<file path="src/rtl/pp_pkg.sv">
package pp_pkg;

    typedef enum logic [1:0] {
        PH_IDLE   = 2'd0,
        PH_SETUP  = 2'd1,
        PH_STROBE = 2'd2
    } phase_t;

    typedef enum logic {
        BANK_A = 1'b0,
        BANK_B = 1'b1
    } bank_t;

    typedef struct packed {
        logic ce_n;
        logic we_n;
        logic oe_n;
        logic dq_oe;
    } strobe_t;

    localparam strobe_t STB_IDLE = '{ce_n: 1'b1, we_n: 1'b1, oe_n: 1'b1, dq_oe: 1'b0};

    function automatic strobe_t strobe_of(phase_t ph, logic is_write);
        strobe_t s;
        s = STB_IDLE;
        case (ph)
            PH_SETUP: begin
                s.ce_n  = 1'b0;
                s.dq_oe = is_write;
            end
            PH_STROBE: begin
                s.ce_n  = 1'b0;
                s.we_n  = ~is_write;
                s.oe_n  = is_write;
                s.dq_oe = is_write;
            end
            default: s = STB_IDLE;
        endcase
        return s;
    endfunction

endpackage

</file>
<file path="src/rtl/pp_access_seq.sv">
module pp_access_seq
    import pp_pkg::*;
(
    input  logic   clk,
    input  logic   rst,
    input  logic   start,
    output phase_t phase,
    output logic   idle,
    output logic   done
);
    phase_t phase_q;

    always_ff @(posedge clk) begin
        if (rst) begin
            phase_q <= PH_IDLE;
        end else begin
            case (phase_q)
                PH_IDLE:   if (start) phase_q <= PH_SETUP;
                PH_SETUP:  phase_q <= PH_STROBE;
                default:   phase_q <= PH_IDLE;
            endcase
        end
    end

    assign phase = phase_q;
    assign idle  = (phase_q == PH_IDLE);
    assign done  = (phase_q == PH_STROBE);
endmodule

</file>
<file path="src/rtl/pp_addr_ctr.sv">
module pp_addr_ctr #(
    parameter int CW = 19
) (
    input  logic          clk,
    input  logic          rst,
    input  logic          clr,
    input  logic          inc,
    output logic [CW-1:0] q
);
    always_ff @(posedge clk) begin
        if (rst || clr) begin
            q <= '0;
        end else if (inc) begin
            q <= q + CW'(1);
        end
    end
endmodule

</file>
<file path="src/rtl/pp_role_ctrl.sv">
module pp_role_ctrl
    import pp_pkg::*;
#(
    parameter int CW = 19
) (
    input  logic          clk,
    input  logic          rst,
    input  logic          swap_cmd,
    input  logic          wr_idle,
    input  logic          rd_idle,
    input  logic [CW-1:0] wr_addr,
    input  logic [CW-1:0] rd_addr,
    input  logic          rd_done,
    input  logic          count_rd,
    input  logic          wr_drop,
    output bank_t         wr_bank,
    output logic          swap_pend,
    output logic          swap_fire,
    output logic [CW-1:0] word_count,
    output logic          data_ready,
    output logic          overflow
);
    bank_t         bank_q;
    logic          pend_q;
    logic [CW-1:0] count_q;
    logic          ready_q;
    logic          ovf_q;
    logic          last_read;

    assign swap_fire = pend_q && wr_idle && rd_idle;
    assign last_read = rd_done && (count_q != '0) && (rd_addr + CW'(1) == count_q);

    always_ff @(posedge clk) begin
        if (rst) begin
            bank_q  <= BANK_A;
            pend_q  <= 1'b0;
            count_q <= '0;
            ready_q <= 1'b0;
            ovf_q   <= 1'b0;
        end else begin
            pend_q <= (pend_q && !swap_fire) || swap_cmd;
            if (swap_fire) begin
                bank_q  <= (bank_q == BANK_A) ? BANK_B : BANK_A;
                count_q <= wr_addr;
                ready_q <= 1'b1;
                ovf_q   <= 1'b0;
            end else begin
                if (count_rd || last_read) ready_q <= 1'b0;
                if (wr_drop) ovf_q <= 1'b1;
            end
        end
    end

    assign wr_bank    = bank_q;
    assign swap_pend  = pend_q;
    assign word_count = count_q;
    assign data_ready = ready_q;
    assign overflow   = ovf_q;
endmodule

</file>
<file path="src/rtl/pingpong_sram_ctrl.sv">
module pingpong_sram_ctrl
    import pp_pkg::*;
#(
    parameter int DATA_W = 16,
    parameter int ADDR_W = 18,
    parameter int DEPTH  = 2 ** ADDR_W
) (
    input  logic              clk,
    input  logic              rst,
    input  logic              wr_req,
    input  logic [DATA_W-1:0] wr_data,
    input  logic              rd_req,
    output logic [DATA_W-1:0] rd_data,
    output logic              rd_valid,
    input  logic              swap_cmd,
    input  logic              count_rd,
    output logic              data_ready,
    output logic [ADDR_W:0]   word_count,
    output logic              overflow,
    output logic              wr_bank,
    output logic [ADDR_W-1:0] a_addr,
    output logic              a_ce_n,
    output logic              a_we_n,
    output logic              a_oe_n,
    output logic              a_dq_oe,
    output logic [DATA_W-1:0] a_dq_out,
    input  logic [DATA_W-1:0] a_dq_in,
    output logic [ADDR_W-1:0] b_addr,
    output logic              b_ce_n,
    output logic              b_we_n,
    output logic              b_oe_n,
    output logic              b_dq_oe,
    output logic [DATA_W-1:0] b_dq_out,
    input  logic [DATA_W-1:0] b_dq_in
);
    localparam int CW = ADDR_W + 1;
    localparam int NBANK = 2;
    localparam logic [CW-1:0] FULL_AT = CW'(DEPTH);

    phase_t            wr_ph, rd_ph;
    logic              wr_idle, rd_idle, wr_done, rd_done;
    logic              wr_start, rd_start, wr_drop, wr_full, rd_end;
    logic [CW-1:0]     wr_addr, rd_addr;
    logic              swap_pend, swap_fire;
    bank_t             role;
    logic [DATA_W-1:0] wr_data_q, rd_data_q, rd_dq_in;
    logic              rd_valid_q;
    strobe_t           wr_stb, rd_stb;
    strobe_t           bank_stb  [NBANK];
    logic [ADDR_W-1:0] bank_addr [NBANK];

    assign wr_full  = (wr_addr == FULL_AT);
    assign rd_end   = (rd_addr == FULL_AT);
    assign wr_start = wr_req && wr_idle && !swap_pend && !wr_full;
    assign wr_drop  = wr_req && wr_idle && !swap_pend && wr_full;
    assign rd_start = rd_req && rd_idle && !swap_pend && !rd_end;

    pp_access_seq u_wr_seq (
        .clk(clk), .rst(rst), .start(wr_start),
        .phase(wr_ph), .idle(wr_idle), .done(wr_done)
    );

    pp_access_seq u_rd_seq (
        .clk(clk), .rst(rst), .start(rd_start),
        .phase(rd_ph), .idle(rd_idle), .done(rd_done)
    );

    pp_addr_ctr #(.CW(CW)) u_wr_addr (
        .clk(clk), .rst(rst), .clr(swap_fire), .inc(wr_done), .q(wr_addr)
    );

    pp_addr_ctr #(.CW(CW)) u_rd_addr (
        .clk(clk), .rst(rst), .clr(swap_fire), .inc(rd_done), .q(rd_addr)
    );

    pp_role_ctrl #(.CW(CW)) u_role (
        .clk(clk), .rst(rst), .swap_cmd(swap_cmd),
        .wr_idle(wr_idle), .rd_idle(rd_idle),
        .wr_addr(wr_addr), .rd_addr(rd_addr), .rd_done(rd_done),
        .count_rd(count_rd), .wr_drop(wr_drop),
        .wr_bank(role), .swap_pend(swap_pend), .swap_fire(swap_fire),
        .word_count(word_count), .data_ready(data_ready), .overflow(overflow)
    );

    always_ff @(posedge clk) begin
        if (rst) begin
            wr_data_q  <= '0;
            rd_data_q  <= '0;
            rd_valid_q <= 1'b0;
        end else begin
            if (wr_start) wr_data_q <= wr_data;
            if (rd_done) rd_data_q <= rd_dq_in;
            rd_valid_q <= rd_done;
        end
    end

    assign wr_stb   = strobe_of(wr_ph, 1'b1);
    assign rd_stb   = strobe_of(rd_ph, 1'b0);
    assign rd_dq_in = (role == BANK_A) ? b_dq_in : a_dq_in;

    generate
        for (genvar g = 0; g < NBANK; g++) begin : g_bank
            logic is_wr;
            assign is_wr        = (role == bank_t'(g));
            assign bank_stb[g]  = is_wr ? wr_stb : rd_stb;
            assign bank_addr[g] = is_wr ? wr_addr[ADDR_W-1:0] : rd_addr[ADDR_W-1:0];
        end
    endgenerate

    assign a_addr   = bank_addr[0];
    assign a_ce_n   = bank_stb[0].ce_n;
    assign a_we_n   = bank_stb[0].we_n;
    assign a_oe_n   = bank_stb[0].oe_n;
    assign a_dq_oe  = bank_stb[0].dq_oe;
    assign a_dq_out = wr_data_q;

    assign b_addr   = bank_addr[1];
    assign b_ce_n   = bank_stb[1].ce_n;
    assign b_we_n   = bank_stb[1].we_n;
    assign b_oe_n   = bank_stb[1].oe_n;
    assign b_dq_oe  = bank_stb[1].dq_oe;
    assign b_dq_out = wr_data_q;

    assign rd_data  = rd_data_q;
    assign rd_valid = rd_valid_q;
    assign wr_bank  = role;
endmodule

</file>
<file path="config.mk">
export PLATFORM = sky130hd
export DESIGN_NAME = pingpong_sram_ctrl
export DESIGN_NICKNAME = d
export VERILOG_FILES = /design/src/rtl/pp_pkg.sv /design/src/rtl/pp_access_seq.sv /design/src/rtl/pp_addr_ctr.sv /design/src/rtl/pp_role_ctrl.sv /design/src/rtl/pingpong_sram_ctrl.sv
export SDC_FILE = /design/constraint.sdc
export NUM_CORES = 1
export LEC_CHECK = 0
export ABC_AREA = 1
export BUFFER_PORTS_ARGS = -buffer_cell sky130_fd_sc_hd__buf_2
export CAP_MARGIN = 20
export CORE_AREA = 4 4 96 144
export DETAILED_ROUTE_END_ITERATION = 10
export DIE_AREA = 0 0 100 148
export PLACE_DENSITY = 0.7
export SETUP_SLACK_MARGIN = 0.02
export SYNTH_ARGS = -nofsm -noshare
export SYNTH_HDL_FRONTEND = slang
export SYNTH_SLANG_ARGS = --single-unit
</file>
<file path="constraint.sdc">
create_clock -name clk -period 4.9 [get_ports clk]
set_clock_uncertainty 0.2 [all_clocks]
set_input_delay 0.245 -clock clk [delete_from_list [all_inputs] [get_ports clk]]
set_output_delay 0.245 -clock clk [all_outputs]
set_load 0.005 [all_outputs]
</file>
After elaboration in Yosys (flattened, before gate mapping)
Index checks and enable logic that the tools add are counted.
- bits in registers: 98
- input port bits: 54
- logic and storage cells: 66
- add/sub/neg operators: 2
- eq/ne operators: 9
- muxes and demuxes: 17
- reductions and logical operators: 26
- operators by type and width (kind ; count):
    adder 19 x 1 -> 19 bit (second input constant) ; 2
    equality test 19 bit (second input constant) ; 2
    two-way mux 18 bit ; 2
    equality test 19 bit ; 1
    nonzero test 19 bit ; 1
    two-way mux 16 bit ; 1
    logical AND 1 bit ; 12
    two-way mux 4 bit ; 2
    one-hot mux 2 bit (2 select lines) ; 2
    two-way mux 1 bit ; 7
    two-way mux 2 bit ; 3
    OR reduction 2 bit ; 3
    equality test 2 x 1 -> 1 bit (second input constant) ; 2
    equality test 2 bit (second input constant) ; 2
    logical NOT 1 bit ; 4
    logical NOT 2 bit ; 2
    logical OR 1 bit ; 3
    != test 2 x 1 -> 1 bit (second input constant) ; 1
    != test 2 bit (second input constant) ; 1
    nonzero test 2 bit ; 1

Logic depth before layout (Yosys ltp)
Gate-level depths: netlist of run 1.
- word-level depth: 6
- gate-level depth with buffers: 15
- gate-level depth less buffers: 14

Hierarchy
A second synthesis of run 1 with hierarchy kept.
- cells, all modules: 961
- area, all modules: 6087.1 µm²
- by module, submodules not included (module ; times used ; cells an instance ; area each (µm²) ; seq. area each (µm²)):
    pingpong_sram_ctrl ; 1 ; 364 ; 2232.1 ; 660.6
    pp_addr_ctr ; 2 ; 137 ; 987.2 ; 380.4
    pp_role_ctrl ; 1 ; 299 ; 1715.4 ; 460.4
    pp_access_seq ; 2 ; 12 ; 82.6 ; 40.0

Least setup slack after synthesis of run 1
No wires, ideal clock.
- kind: register to register
- start: register u_rd_addr.q[0]
- end: register u_role.ready_q, in the netlist u_role.data_ready
- library setup time: 0.128 ns
- arrival time: 1.597 ns
- required time: 4.572 ns
- setup slack: 2.974 ns
- cell stages (with the launch flop): 15
- path buffers: 0
- period minus slack after synthesis: 1.926 ns
- cell sequence: dfxtp_1 > ha_1 > nand2_1 > nor2_4 > nand2_2 > nor2_1 > nand3_1 > nand3_1 > nand2_1 > inv_1 > nand2_1 > nor2_1 > nand2_1 > nand2_1 > a21oi_1
- word-level cells in the longest chain between the ends: 5
- ends and longest elaborated chain (element ; RTL line ; source):
    from (decl) ; pp_addr_ctr.sv:8 ; output logic [CW-1:0] q
    from (signal assigned) ; pp_addr_ctr.sv:14 ; q <= q + CW'(1);
    adder 19 x 1 -> 19 bit ; pp_role_ctrl.sv:31 ; assign last_read = rd_done && (count_q != '0) && (rd_addr + CW'(1) == count_q);
    equality test 19 bit ; pp_role_ctrl.sv:31 ;
    logical AND 1 bit ; pp_role_ctrl.sv:31 ;
    logical OR 1 bit ; pp_role_ctrl.sv:48 ; if (count_rd || last_read) ready_q <= 1'b0;
    nonzero test 2 bit (no source line) ; - ;
    to (signal assigned) ; pp_role_ctrl.sv:38 ; ready_q <= 1'b0;
    to (signal assigned) ; pp_role_ctrl.sv:45 ; ready_q <= 1'b1;
    to (signal assigned) ; pp_role_ctrl.sv:48 ;
    to (decl) ; pp_role_ctrl.sv:26 ; logic ready_q;
Every way passes these cells.
A chain may end at the register's enable or synchronous reset.

Worst setup path in the final report of run 1
- start: register u_wr_seq.phase_q[0], in the netlist u_wr_seq.phase[0]
- end: register u_rd_addr.q[15]
- word-level cells in the longest chain between the ends: 4
- ends and longest elaborated chain (element ; RTL line ; source):
    from (decl) ; pp_access_seq.sv:11 ; phase_t phase_q;
    from (signal assigned) ; pp_access_seq.sv:15 ; phase_q <= PH_IDLE;
    from (signal assigned) ; pp_access_seq.sv:18 ; PH_IDLE: if (start) phase_q <= PH_SETUP;
    from (signal assigned) ; pp_access_seq.sv:19 ; PH_SETUP: phase_q <= PH_STROBE;
    logical NOT 2 bit ; pp_access_seq.sv:26 ; assign idle = (phase_q == PH_IDLE);
    logical AND 1 bit (2 in a row) ; pp_role_ctrl.sv:30 ; assign swap_fire = pend_q && wr_idle && rd_idle;
    logical OR 1 bit ; pp_addr_ctr.sv:11 ; if (rst || clr) begin
Every way passes these cells.

==> run metrics, run 1 <==
power share of the combinational group=0.306; net switching power=917 uW; register share of total power=0.415; Cell Area, Synth=5580 um2; die footprint=14800 um2; CP Capture Point=u_rd_addr.q[15]$_SDFFE_PP0P_; Synth Area in Compound Gates=0.151; Tmin final=2.69 ns; setup_tns=0 ns; via/cell ratio=5.21; RSZ-0062 raised after global routing=false; pwr/cell area=360 nW/um2; #FFs+latches synth=98; TritonCTS clock tree=done; total of cells resized after clock tree synthesis=0; number of setup buffers added after CTS=0; Post-Synth Simple-Gate Area=0.335; initial drt markers=376; Worst R2R Setup Slack=2.21 ns; Cells after Synth=880; DR WL/cell=15.6 um; vias in the first global route=5992; antenna violations before repair=0; CP required=4.94 ns; Ys Warns=0; Tcrit/Tclk final=0.550; GP Congestion=0.947; slew of the pin with the lowest slew margin=0.766 ns; Power, Total=2470 uW; largest net degree at the start of global routing=57; Core ar.=12400 um2; # diodes=0; total wire length=18600 um; reg2reg end=u_rd_addr.q[15]$_SDFFE_PP0P_; CTS Buf Count=9; leakage power=0.00332 uW; CTS root buffer=clkbuf_16; die height=148 um; Synth area leaders=dfxtp_1 35%, nand2_1 13%, nand3_1 9.7%; nets@finish=1090; switching share of power=0.371; count of cell types in the netlist=30; final setup violation count=0; PortBufs=168; Area Growth Syn to Fin=23.1%; pre-CTS WS=2.25 ns; chip width=100 um; Fin. Hold Viols=0; CP Launch Type=flop; Clock H-tree levels=3; synthesized area per cell=6.35 um2; HP Start=b_dq_in[8]; commonest non-fill, non-tap cell in the layout=nand2_1; post-synthesis adder-cell area fraction=0.0246; Initial Util=0.449; CTS Hold Buffers Added=18; CP Data Arrival Time=2.73 ns; gr usage total=0.251; Final Core Density=0.552; clk_lat worst skew=0.34 ns; R2R cell count=9; EDFF count, synth=0; Cell Int Power=1560 uW; num rows=50; Peak Freq=371 MHz; Synth async-reset ratio=0; DRC violations left=0; antenna-violating nets left=0; Post-synth top flop=dfxtp_1; clock power share=0.280; crit end category=flop; first-pass GRT wire length=29700 um; drt pass-1 iters=5; status=finished, final reports clean; main combinational cell family by area after synthesis=simple AND/OR/NAND/NOR gates; max-cap violations=0; area share of the largest cell type after synthesis=0.351; Max VDD drop=0.258 mV; post-synthesis mux area share=0; worst reg2reg path startpoint=u_wr_seq.phase[0]$_SDFFE_PP0P_; CTS max path bufs=2; max-slew violations=0; Hold Crit Class=in2reg; via count=6182; path type of the worst setup path=reg2reg; worst setup margin=2.21 ns; CTS sink count=98; crit path max fanout=42; Rel. slew slack=0.489; XOR/XNOR share of the synthesized area=0.00717; Layout fillers=1269; layout cell share with drive strength beyond 1=0.202; Min Hold Slack=0.00738 ns; most frequent cells in the layout=194 x nand2_1, 168 x buf_2, 114 x inv_1; Setup crit start=u_wr_seq.phase[0]$_SDFFE_PP0P_; Worst-path clk slew=0.07 ns; largest area contributor in the netlist=dfxtp_1; total grt overflow=0; post-synthesis sequential area ratio=0.351; Top Ports=169; syn nets=945; dpl hpwl=13800 um
stage by stage:
step	std cells	instance area (um2)
global route	1186	6870
detailed placement	1152	6400
global placement	1151	6380
floorplan	880	5580
CTS	1186	6870
finish	1186	6870
area by class of cell:
type	instances	area [um2]	area share
clock inverter	6	51.3	0.00746
clock buffer	10	239	0.0348
sequential	98	1960	0.286
multi-input combinational	605	2890	0.421
inverter	119	447	0.0650
timing repair buffer	192	1090	0.158
tap	156	195	0.0284
critical path, stage by stage (launching register included):
cell      delay [ns]
dfxtp_1         0.32
inv_1           0.12
ha_1            0.21
nand3_1         0.08
buf_4           0.26
nand2_1         0.10
buf_4           0.29
clkinv_1        0.61
o211ai_1        0.31
inv_1           0.07
Yosys cell counts (6+ instances only):
master and number:
a21oi_1 52, buf_1 8, buf_4 16, clkbuf_1 28
dfxtp_1 98, ha_1 11, inv_1 114, nand2_1 194
nand3_1 108, nand4_1 14, nor2_1 80, nor3_1 12
nor4_1 7, o211ai_1 7, o21ai_0 95, o21ai_1 6
registers in the layout, indices dropped and copies added (netlist names), 2 cells and up:
register           cells
u_rd_addr.q           19
u_role.word_count     19
u_wr_addr.q           19
a_dq_out              16
rd_data               16
u_rd_seq.phase         2
u_wr_seq.phase         2
worst min-delay path by stage:
stage / end / slack, ns / cells after the start
after floorplan: u_rd_seq.phase[1]$_SDFFE_PP0P_ / 0.11 / 1
after global placement: u_role.overflow$_SDFFE_PP0P_ / 0.26 / 1
after detailed placement: u_role.overflow$_SDFFE_PP0P_ / 0.27 / 1
after CTS: u_role.data_ready$_SDFFE_PP0P_ / 0.003 / 4
after global routing: u_role.data_ready$_SDFFE_PP0P_ / 0.02 / 4
final: rd_data[8]$_SDFFE_PP0P_ / 0.007 / 5
kinds of logic after synthesis:
family | after synthesis
DFF | 98
adders and majority gates | 11
buffers and inverters | 177
and+or+nand+nor | 428
xor gates and xnor gates | 3
AOI/OAI and AO/OA | 163
metal layers:
metal,GRT usage,wire (um),vias to the layer above,part of all wire
met1,0.272,6970,2751,0.38
li1,-,-,3126,-
met5,0,0,-,0
met4,0.144,1130,0,0.061
met3,0.0453,1150,69,0.062
met2,0.450,9300,236,0.50
power groups by stage:
stage	Combinational (uW)	Sequential [uW]	Clock [uW]
floorplan	507	994	0
global placement	735	1040	0
detailed placement	741	1040	0
CTS	754	1020	706
global route	854	1040	731
finish	756	1030	692
(Power assumes the default switching activity.)
==> run 2: changes to the inputs <==
==> constraint.sdc (replaced) <==
create_clock -name clk -period 2.8 [get_ports clk]
set_clock_uncertainty 0.2 [all_clocks]
set_input_delay 0.14 -clock clk [delete_from_list [all_inputs] [get_ports clk]]
set_output_delay 0.14 -clock clk [all_outputs]
set_load 0.005 [all_outputs]
==> run metrics, run 2 (synthesis gave the netlist of run 1 again) <==
Worst-path clk slew=0.07 ns (about the same); largest net degree at the start of global routing=93 (was 57); CTS root buffer=clkbuf_16 (unchanged); placed cell count=1154 (was 1152); Multi-input gate area=2890 um2 (unchanged); Setup crit start=u_rd_addr.q[3]$_SDFFE_PP0P_ (was u_wr_seq.phase[0]$_SDFFE_PP0P_); R2R cell count=8 (was 9); first-pass GRT wire length=30900 um (was 29700 um); drt pass-1 iters=7 (was 5); reg2reg end=u_rd_seq.phase[1]$_SDFFE_PP0P_ (was u_rd_addr.q[15]$_SDFFE_PP0P_); die footprint=14800 um2 (unchanged); dpl hpwl=13700 um (was 13800 um); Cell Count, Final, Fillers Out=1223 (was 1186); TritonCTS clock tree=done (unchanged); nets@finish=1127 (was 1090); CTS sink count=98 (unchanged); CP required=2.89 ns (was 4.94 ns); GP Congestion=0.996 (was 0.947); CTS Buf Count=9 (unchanged); CP Data Arrival Time=2.54 ns (was 2.73 ns); total wire length=19400 um (was 18600 um); final setup violation count=0 (unchanged); Max VDD drop=0.395 mV (was 0.258 mV); leakage power=0.00352 uW (was 0.00332 uW); Layout fillers=1238 (was 1269); max-slew violations=0 (unchanged); # diodes=0 (unchanged); pre-CTS WS=0.559 ns (was 2.25 ns); Tcrit/Tclk final=0.875 (was 0.550); DR WL/cell=15.9 um (was 15.6 um); Top Ports=169 (unchanged); crit path max fanout=7 (was 42); slew of the pin with the lowest slew margin=0.809 ns (was 0.766 ns); commonest non-fill, non-tap cell in the layout=nand2_1 (unchanged); Initial Util=0.449 (unchanged); Worst R2R Setup Slack=0.35 ns (was 2.21 ns); Area Growth Syn to Fin=29.7% (was 23.1%); CTS max path bufs=2 (unchanged); PortBufs=168 (unchanged); clk_lat worst skew=0.35 ns (was 0.34 ns); register area=1960 um2 (unchanged); vias in the first global route=6354 (was 5992); path type of the worst setup path=reg2reg (unchanged); Clock H-tree levels=3 (unchanged); Rel. slew slack=0.460 (was 0.489); number of setup buffers added after CTS=0 (unchanged); Core ar.=12400 um2 (unchanged); Worst Hold Path EP=u_role.overflow$_SDFFE_PP0P_ (was rd_data[8]$_SDFFE_PP0P_); via count=6526 (was 6182); Hold Crit Class=in2reg (unchanged); DRC violations left=0 (unchanged); Post-Place Cell Area=6410 um2 (was 6400 um2); die height=148 um (unchanged); max-cap violations=0 (unchanged); most frequent cells in the layout=194 x nand2_1, 168 x buf_2, 114 x inv_1 (unchanged); total grt overflow=0 (unchanged); layout cell share with drive strength beyond 1=0.197 (was 0.202); antenna violations before repair=0 (unchanged); Tmin final=2.45 ns (was 2.69 ns); pwr/cell area=617 nW/um2 (was 360 nW/um2); setup_tns=0 ns (unchanged); chip width=100 um (unchanged); via/cell ratio=5.34 (was 5.21); gr usage total=0.262 (was 0.251); HP Start=wr_req (was b_dq_in[8]); antenna-violating nets left=0 (unchanged); status=finished, final reports clean (unchanged); RSZ-0062 raised after global routing=false (unchanged); Peak Freq=408 MHz (was 371 MHz); post-route design area=7240 um2 (was 6870 um2); worst setup margin=0.350 ns (was 2.21 ns); num rows=50 (unchanged); CP Launch Type=flop (unchanged); initial drt markers=471 (was 376); worst reg2reg path startpoint=u_rd_addr.q[3]$_SDFFE_PP0P_ (was u_wr_seq.phase[0]$_SDFFE_PP0P_); hold path cells=4 (was 5); Fin. Hold Viols=0 (unchanged); crit end category=flop (unchanged)
-- run 2: changes by cell type in the layout (fill, tap and decap cells not counted), sizes merged --
cell,before,now
dlygate4sd3,18,53
buf,174,176
inv,119,121
bufinv,0,1
clkbuf,10,9
clkinv,3,2
clkinvlp,3,2
-- run 2: worst max-delay path: stages (launching register included) --
cell and delay (ns):
dfxtp_1 0.40, inv_2 0.17, nand4_1 0.10, nor3_1 0.30
nand4_1 0.23, nand3_1 0.18, nand3_1 0.08, a21oi_1 0.15
dlygate4sd3_1 0.57
-- run 2: worst max-delay path by stage --
stage                     slack [ns]  cells past startpoint                        endpoint
after floorplan                 0.87                     14  u_role.data_ready$_SDFFE_PP0P_
after global placement          0.60                     11  u_role.data_ready$_SDFFE_PP0P_
after detailed placement        0.56                     11  u_role.data_ready$_SDFFE_PP0P_
after CTS                       0.38                      9  u_rd_seq.phase[1]$_SDFFE_PP0P_
after global routing            0.18                      8  u_rd_seq.phase[1]$_SDFFE_PP0P_
final                           0.35                      8  u_rd_seq.phase[1]$_SDFFE_PP0P_
-- run 2: repair_timing --
| item | 4_1_cts | 5_1_grt |
|---|---|---|
| hold buffers | 53 | 0 |
| hold endpoints to repair | 37 | 0 |
| resized for setup | 0 | 0 |
-- run 2: metal layers --
layer	routed length, um	track usage
met1	7030	0.282
met2	9940	0.473
met3	1360	0.0453
met4	1070	0.147
met5	0	0
-- run 2: final cells by class --
type,count,share of cell area
clock inverter,7,0.0105
timing repair buffer,229,0.199
multi-input combinational,605,0.399
clock buffer,9,0.0311
sequential,98,0.271
inverter,119,0.0617
tap,156,0.0269
-- run 2: where the power goes --
group,switching [uW],internal (uW),leakage [uW]
clock network,581,702,0.000143
logic,867,568,0.00258
registers,176,1580,0.000798
-- run 2: per-stage QoR --
step                total power (uW)  hold WS [ns]  utilization
floorplan                       2630       0.00907            -
global placement                3120         0.150        0.515
detailed placement              3130         0.156        0.515
CTS                             4480        0.0279        0.582
global route                    4750        0.0545        0.582
finish                          4470        0.0347        0.582
